File: config.mk
export PLATFORM = sky130hd
export DESIGN_NAME = msq_mode_ctl
export DESIGN_NICKNAME = d
export VERILOG_FILES = /design/src/rtl/msq_pkg.sv /design/src/rtl/msq_rule_check.sv /design/src/rtl/msq_mode_dec.sv /design/src/rtl/msq_read_mux.sv /design/src/rtl/msq_mode_ctl.sv
export SDC_FILE = /design/constraint.sdc
export NUM_CORES = 1
export LEC_CHECK = 0
export BUFFER_PORTS_ARGS = -buffer_cell sky130_fd_sc_hd__buf_2
export CAP_MARGIN = 30
export CORE_MARGIN = 10
export CORE_UTILIZATION = 30
export CTS_CLUSTER_SIZE = 25
export DETAILED_ROUTE_END_ITERATION = 10
export PLACE_DENSITY = 0.45
export SLEW_MARGIN = 20
export SYNTH_ARGS = -nofsm -noshare
export SYNTH_HDL_FRONTEND = slang
export SYNTH_SLANG_ARGS = --single-unit
File: constraint.sdc
create_clock -name clk -period 1.55 [get_ports clk]
set_input_delay 0.2325 -clock clk [delete_from_list [all_inputs] [get_ports clk]]
set_output_delay 0.2325 -clock clk [all_outputs]
set_load 0.005 [all_outputs]
File: src/rtl/msq_pkg.sv
package msq_pkg;
    localparam int REG_W    = 64;
    localparam int SYS_W    = 32;
    localparam int SEL_W    = 2;
    localparam int PRIV_W   = 2;
    localparam int MODE_W   = 2;

    localparam int SYS_PROT_BIT   = 0;
    localparam int SYS_PAGE_BIT   = 31;
    localparam int EXT_ADDR_BIT   = 5;
    localparam int FEAT_SCALL_BIT = 0;
    localparam int FEAT_LONG_BIT  = 8;
    localparam int FEAT_ACT_BIT   = 10;
    localparam int FEAT_NOEX_BIT  = 11;

    typedef enum logic [SEL_W-1:0] {
        SEL_SYS  = 2'd0,
        SEL_ROOT = 2'd1,
        SEL_EXT  = 2'd2,
        SEL_FEAT = 2'd3
    } sel_e;

    typedef enum logic [MODE_W-1:0] {
        MODE_REAL   = 2'd0,
        MODE_PROT   = 2'd1,
        MODE_LONG64 = 2'd2,
        MODE_COMPAT = 2'd3
    } mode_e;

    typedef struct packed {
        logic [SYS_W-1:0] sys;
        logic [REG_W-1:0] root;
        logic [REG_W-1:0] ext;
        logic             scall;
        logic             lme;
        logic             noex;
        logic             lma;
        logic             fault;
        logic             denied;
    } state_t;
endpackage

File: src/rtl/msq_rule_check.sv
module msq_rule_check
    import msq_pkg::*;
(
    input  sel_e wr_sel_i,
    input  logic new_pg_i,
    input  logic new_pe_i,
    input  logic new_pae_i,
    input  logic new_lme_i,
    input  logic cur_pg_i,
    input  logic cur_lme_i,
    input  logic cur_pae_i,
    input  logic cur_lma_i,
    output logic fault_o,
    output logic lma_on_o,
    output logic lma_off_o
);
    logic pg_rising;
    logic pg_without_pe;
    logic pg_missing_pae;

    always_comb begin
        pg_rising      = new_pg_i & ~cur_pg_i;
        pg_without_pe  = new_pg_i & ~new_pe_i;
        pg_missing_pae = pg_rising & cur_lme_i & ~cur_pae_i;
        lma_on_o       = pg_rising & cur_lme_i & cur_pae_i;
        lma_off_o      = ~new_pg_i;
        unique case (wr_sel_i)
            SEL_SYS:  fault_o = pg_without_pe | pg_missing_pae;
            SEL_EXT:  fault_o = cur_lma_i & ~new_pae_i;
            SEL_FEAT: fault_o = cur_pg_i & (new_lme_i != cur_lme_i);
            default:  fault_o = 1'b0;
        endcase
    end
endmodule

File: src/rtl/msq_mode_dec.sv
module msq_mode_dec
    import msq_pkg::*;
(
    input  logic  pe_i,
    input  logic  lme_i,
    input  logic  lma_i,
    input  logic  cs_long_i,
    output mode_e mode_o,
    output logic  intr_gate_o
);
    always_comb begin
        if (!pe_i)          mode_o = MODE_REAL;
        else if (!lma_i)    mode_o = MODE_PROT;
        else if (cs_long_i) mode_o = MODE_LONG64;
        else                mode_o = MODE_COMPAT;
        intr_gate_o = ~(lme_i & ~lma_i);
    end
endmodule

File: src/rtl/msq_read_mux.sv
module msq_read_mux
    import msq_pkg::*;
(
    input  state_t           state_i,
    input  sel_e             rd_sel_i,
    output logic [REG_W-1:0] rd_data_o
);
    logic [REG_W-1:0] feat_view;
    logic [REG_W-1:0] sys_view;

    always_comb begin
        feat_view                 = '0;
        feat_view[FEAT_SCALL_BIT] = state_i.scall;
        feat_view[FEAT_LONG_BIT]  = state_i.lme;
        feat_view[FEAT_ACT_BIT]   = state_i.lma;
        feat_view[FEAT_NOEX_BIT]  = state_i.noex;
        sys_view                  = '0;
        sys_view[SYS_W-1:0]       = state_i.sys;
        unique case (rd_sel_i)
            SEL_SYS:  rd_data_o = sys_view;
            SEL_ROOT: rd_data_o = state_i.root;
            SEL_EXT:  rd_data_o = state_i.ext;
            default:  rd_data_o = feat_view;
        endcase
    end
endmodule

File: src/rtl/msq_mode_ctl.sv
module msq_mode_ctl
    import msq_pkg::*;
(
    input  logic              clk,
    input  logic              rst_n,
    input  logic              wr_en_i,
    input  logic [SEL_W-1:0]  wr_sel_i,
    input  logic [REG_W-1:0]  wr_data_i,
    input  logic [PRIV_W-1:0] wr_priv_i,
    input  logic [SEL_W-1:0]  rd_sel_i,
    output logic [REG_W-1:0]  rd_data_o,
    input  logic              cs_long_i,
    output logic [MODE_W-1:0] mode_o,
    output logic              wr_fault_o,
    output logic              wr_denied_o,
    output logic              intr_gate_o
);
    state_t s_d, s_q;
    logic   chk_fault, chk_lma_on, chk_lma_off;
    mode_e  mode_w;
    sel_e   wr_sel_w, rd_sel_w;

    assign wr_sel_w = sel_e'(wr_sel_i);
    assign rd_sel_w = sel_e'(rd_sel_i);

    msq_rule_check u_rules (
        .wr_sel_i  (wr_sel_w),
        .new_pg_i  (wr_data_i[SYS_PAGE_BIT]),
        .new_pe_i  (wr_data_i[SYS_PROT_BIT]),
        .new_pae_i (wr_data_i[EXT_ADDR_BIT]),
        .new_lme_i (wr_data_i[FEAT_LONG_BIT]),
        .cur_pg_i  (s_q.sys[SYS_PAGE_BIT]),
        .cur_lme_i (s_q.lme),
        .cur_pae_i (s_q.ext[EXT_ADDR_BIT]),
        .cur_lma_i (s_q.lma),
        .fault_o   (chk_fault),
        .lma_on_o  (chk_lma_on),
        .lma_off_o (chk_lma_off)
    );

    always_comb begin
        s_d        = s_q;
        s_d.fault  = 1'b0;
        s_d.denied = 1'b0;
        if (wr_en_i) begin
            if (wr_priv_i != '0) begin
                s_d.denied = 1'b1;
            end else if (chk_fault) begin
                s_d.fault = 1'b1;
            end else begin
                unique case (wr_sel_w)
                    SEL_SYS: begin
                        s_d.sys = wr_data_i[SYS_W-1:0];
                        if (chk_lma_on)       s_d.lma = 1'b1;
                        else if (chk_lma_off) s_d.lma = 1'b0;
                    end
                    SEL_ROOT: s_d.root = wr_data_i;
                    SEL_EXT:  s_d.ext  = wr_data_i;
                    default: begin
                        s_d.scall = wr_data_i[FEAT_SCALL_BIT];
                        s_d.lme   = wr_data_i[FEAT_LONG_BIT];
                        s_d.noex  = wr_data_i[FEAT_NOEX_BIT];
                    end
                endcase
            end
        end
    end

    always_ff @(posedge clk) begin
        if (!rst_n) s_q <= '0;
        else        s_q <= s_d;
    end

    msq_mode_dec u_mode (
        .pe_i        (s_q.sys[SYS_PROT_BIT]),
        .lme_i       (s_q.lme),
        .lma_i       (s_q.lma),
        .cs_long_i   (cs_long_i),
        .mode_o      (mode_w),
        .intr_gate_o (intr_gate_o)
    );

    msq_read_mux u_read (
        .state_i   (s_q),
        .rd_sel_i  (rd_sel_w),
        .rd_data_o (rd_data_o)
    );

    assign mode_o      = mode_w;
    assign wr_fault_o  = s_q.fault;
    assign wr_denied_o = s_q.denied;
endmodule

==> impl_metrics.yaml <==
logic_synthesis:
  synth_top_area_share_pct: 42.9
  synth_fp_nets: 993
  synth_compound_area_share_pct: 24.8
  avgSynthCellArea_um2: 8.43
  ys_seq_area_share_pct: 42.9
  synth-simple-area-share_pct: 15.7
  synth_edf_count: 0
  synthAdderAreaFrac_pct: 0
  yosys_warnings: 0
  synth_flop_cell: "dfxtp_1"
  yosys.area.top_type: "dfxtp_1"
  synth_area_um2: 7750
  synth_most_common_cell: "dfxtp_1"
  synth_top_family_by_area: "compound AO/OA/AOI/OAI gates"
  ys_ff_latch: 166
  synth_xor_area_share_pct: 0.113
  synth_common_cells: "dfxtp_1 (166), a21oi_1 (128), nand2_1 (96), clkbuf_1 (68), nand3_1 (66)"
  synth.area.top_cells: "dfxtp_1 (43%), a21oi_1 (8.3%), mux2i_1 (8.1%)"
  yosysUniqueCellTypes: 37
  synth_mux_area_share_pct: 9.30
  synthArstFlopShare_pct: 0
  synthCells: 919
sta:
  slew_headroom_pct: 66.2
  hold_violations: 0
  finClkSkew_ns: 0.0110
  slew_viol_final: 0
  setup_viol: 4
  worst_pin_slew_ns: 0.505
  holdWs_ns: 0.0569
  final.period_utilization_pct: 108
  worst_slack_ns: -0.131
  rsz0062_at_grt: "true"
  period_needed_ns: 1.68
  max_freq_mhz: 595
outcome:
  violations: "setup timing"
  status: "complete, but fails checks"
worst_hold_path:
  hold_path.class: "input pin to flip-flop"
drt:
  vias_per_cell: 5.47
  drc_errors: 0
  dr.pass1.iters: 5
  vias: 7474
  wl_per_cell_um: 20.7
  drt_iter0_drc: 530
  wl_um: 28300
  detail-route-antenna-nets: 0
grt:
  grt.total_usage_pct: 16.6
  grt_pass1_wl_um: 44500
  grt_pass1_vias: 7390
  grt_max_degree: 58
  grt_overflow_total: 0
  antenna_found_initial: 5
floorplanning:
  die_area_um2: 32700
  fp-row-count: 58
  die_w_um: 181
  start_util_pct: 30.6
  core_um2: 25300
  num_io_pins: 143
  die_y_um: 181
power_and_ir_drop:
  p_per_area_nw_per_um2: 985
  ir_worst_vdd_mv: 0.688
  p_leak_uw: 0.00356
clock_network:
  path_clk_slew_ns: 0.07
  cts_tree: "built"
  numCtsBuffers: 17
  clock_latency_ns: 0.43
  cts_sinks: 166
  h-tree-depth: 4
  cts_root_buf: "clkbuf_16"
  hold_buffers: 0
  ctsLongestPathBuffers: 2
worst_setup_path:
  start_kind: "flip-flop"
  arrival_ns: 1.45
  cp_max_fo: 3
  cp-end-kind: "output pin"
  critPathRequiredTime_ns: 1.32
  criticalPathCategory: "flip-flop to output pin"
cells_and_area:
  synthToLayoutAreaGrowth_pct: 25.9
  finalNetCount: 1093
  drive_gt1_share_pct: 24.4
  post-route-util_pct: 38.5
place:
  dp_hpwl_um: 17900
  numPortBuffers: 142
  gp_congestion: 0.763
flow_run:
  max_cap_viol_count: 0
## cell families after synthesis
| group | count (synthesis) |
|---|---|
| XOR/XNOR | 1 |
| buffers and inverters | 120 |
| AO/OA/AOI/OAI | 323 |
| flip-flops | 166 |
| multiplexers | 67 |
| AND/OR/NAND/NOR | 242 |
## timing repair
action,4_1_cts,5_1_grt
hold endpoints to repair,0,0
cloned,0,1
gates resized for setup,11,13
endpoints found under the setup margin,15,18
setup buffers,3,1
pin swaps,0,0
## report_power, final
part / total, µW / switching, µW / internal (µW)
clock network: 4410 / 1990 / 2420
logic: 860 / 554 / 306
registers: 4340 / 27.5 / 4310
total: 9610 / 2580 / 7030
## layout by cell type, fill, tap and decap left out, types with 2 or more instances in the layout
master	synthesis	final
a21oi_1	128	128
a22o_1	32	32
buf_12	0	23
buf_2	28	137
buf_4	1	32
buf_6	9	3
bufinv_16	0	2
clkbuf_16	0	18
clkinv_2	0	2
clkinv_4	0	3
clkinvlp_4	0	2
dfxtp_1	166	159
dfxtp_2	0	4
dfxtp_4	0	3
diode_2	0	5
inv_1	3	2
inv_4	0	2
inv_6	0	5
mux2i_1	63	63
mux4_2	4	4
nand2_1	96	96
nand2b_1	3	2
nand3_1	66	66
nand4_1	63	63
nor2_1	2	2
nor2b_4	0	2
o21ai_0	42	35
o21ai_1	50	56
o31ai_1	64	64
## final cells by class
| cell class | instances | area, µm² |
|---|---|---|
| Inverter | 4 | 20.0 |
| Fill cell | 2612 | 15600 |
| Tap cell | 330 | 413 |
| Antenna cell | 5 | 12.5 |
| Clock inverter | 15 | 166 |
| Clock buffer | 17 | 425 |
| Sequential cell | 166 | 3340 |
| Timing Repair Buffer | 197 | 1450 |
| Multi-Input combinational cell | 633 | 3920 |
## worst max-delay path: stages (launching register included)
cell and delay (ns):
dfxtp_4 0.36, mux4_2 0.52, buf_6 0.14
## worst paths after layout
path / startpoint / end / slack [ns] / cells past startpoint
min: wr_data_i[41] / s_q[111]$_SDFFE_PN0P_ / 0.06 / 3
max reg2reg: s_q[4]$_SDFFE_PN0P_ / s_q[157]$_SDFFE_PN0P_ / 0.06 / 5
max: s_q[2]$_SDFFE_PN0P_ / rd_data_o[10] / -0.13 / 2
min reg2reg: s_q[139]$_SDFFE_PN0P_ / s_q[139]$_SDFFE_PN0P_ / 0.46 / 2
## state kept, by name (all words and copies together), names as in the netlist
register / cells
s_q: 164
wr_denied_o: 1
wr_fault_o: 1
## stage by stage
| stage | total power (µW) | instances | area, µm² | worst slack, ns | TNS [ns] |
|---|---|---|---|---|---|
| 6_report | 9610 | 1367 | 9750 | -0.131 | -0.390 |
| 5_1_grt | 9910 | 1365 | 9750 | -0.146 | -0.492 |
| 4_1_cts | 9690 | 1360 | 9680 | -0.131 | -0.453 |
| 3_5_place_dp | 5300 | 1325 | 9050 | -0.0179 | -0.0502 |
| 3_3_place_gp | 5300 | 1325 | 9050 | -0.0137 | -0.0191 |
| 2_1_floorplan | 4860 | 919 | 7750 | 0.104 | 0 |
## metal layers
| metal | global-route usage [%] | routed length (µm) | vias to the layer above |
|---|---|---|---|
| met5 | 0 | 0 | - |
| met4 | 4.04 | 282 | 0 |
| met3 | 4.04 | 1480 | 16 |
| met2 | 26.2 | 13300 | 200 |
| met1 | 22.2 | 13300 | 3645 |
| li1 | - | - | 3613 |
No activity file was read; power rests on OpenSTA's default activity.
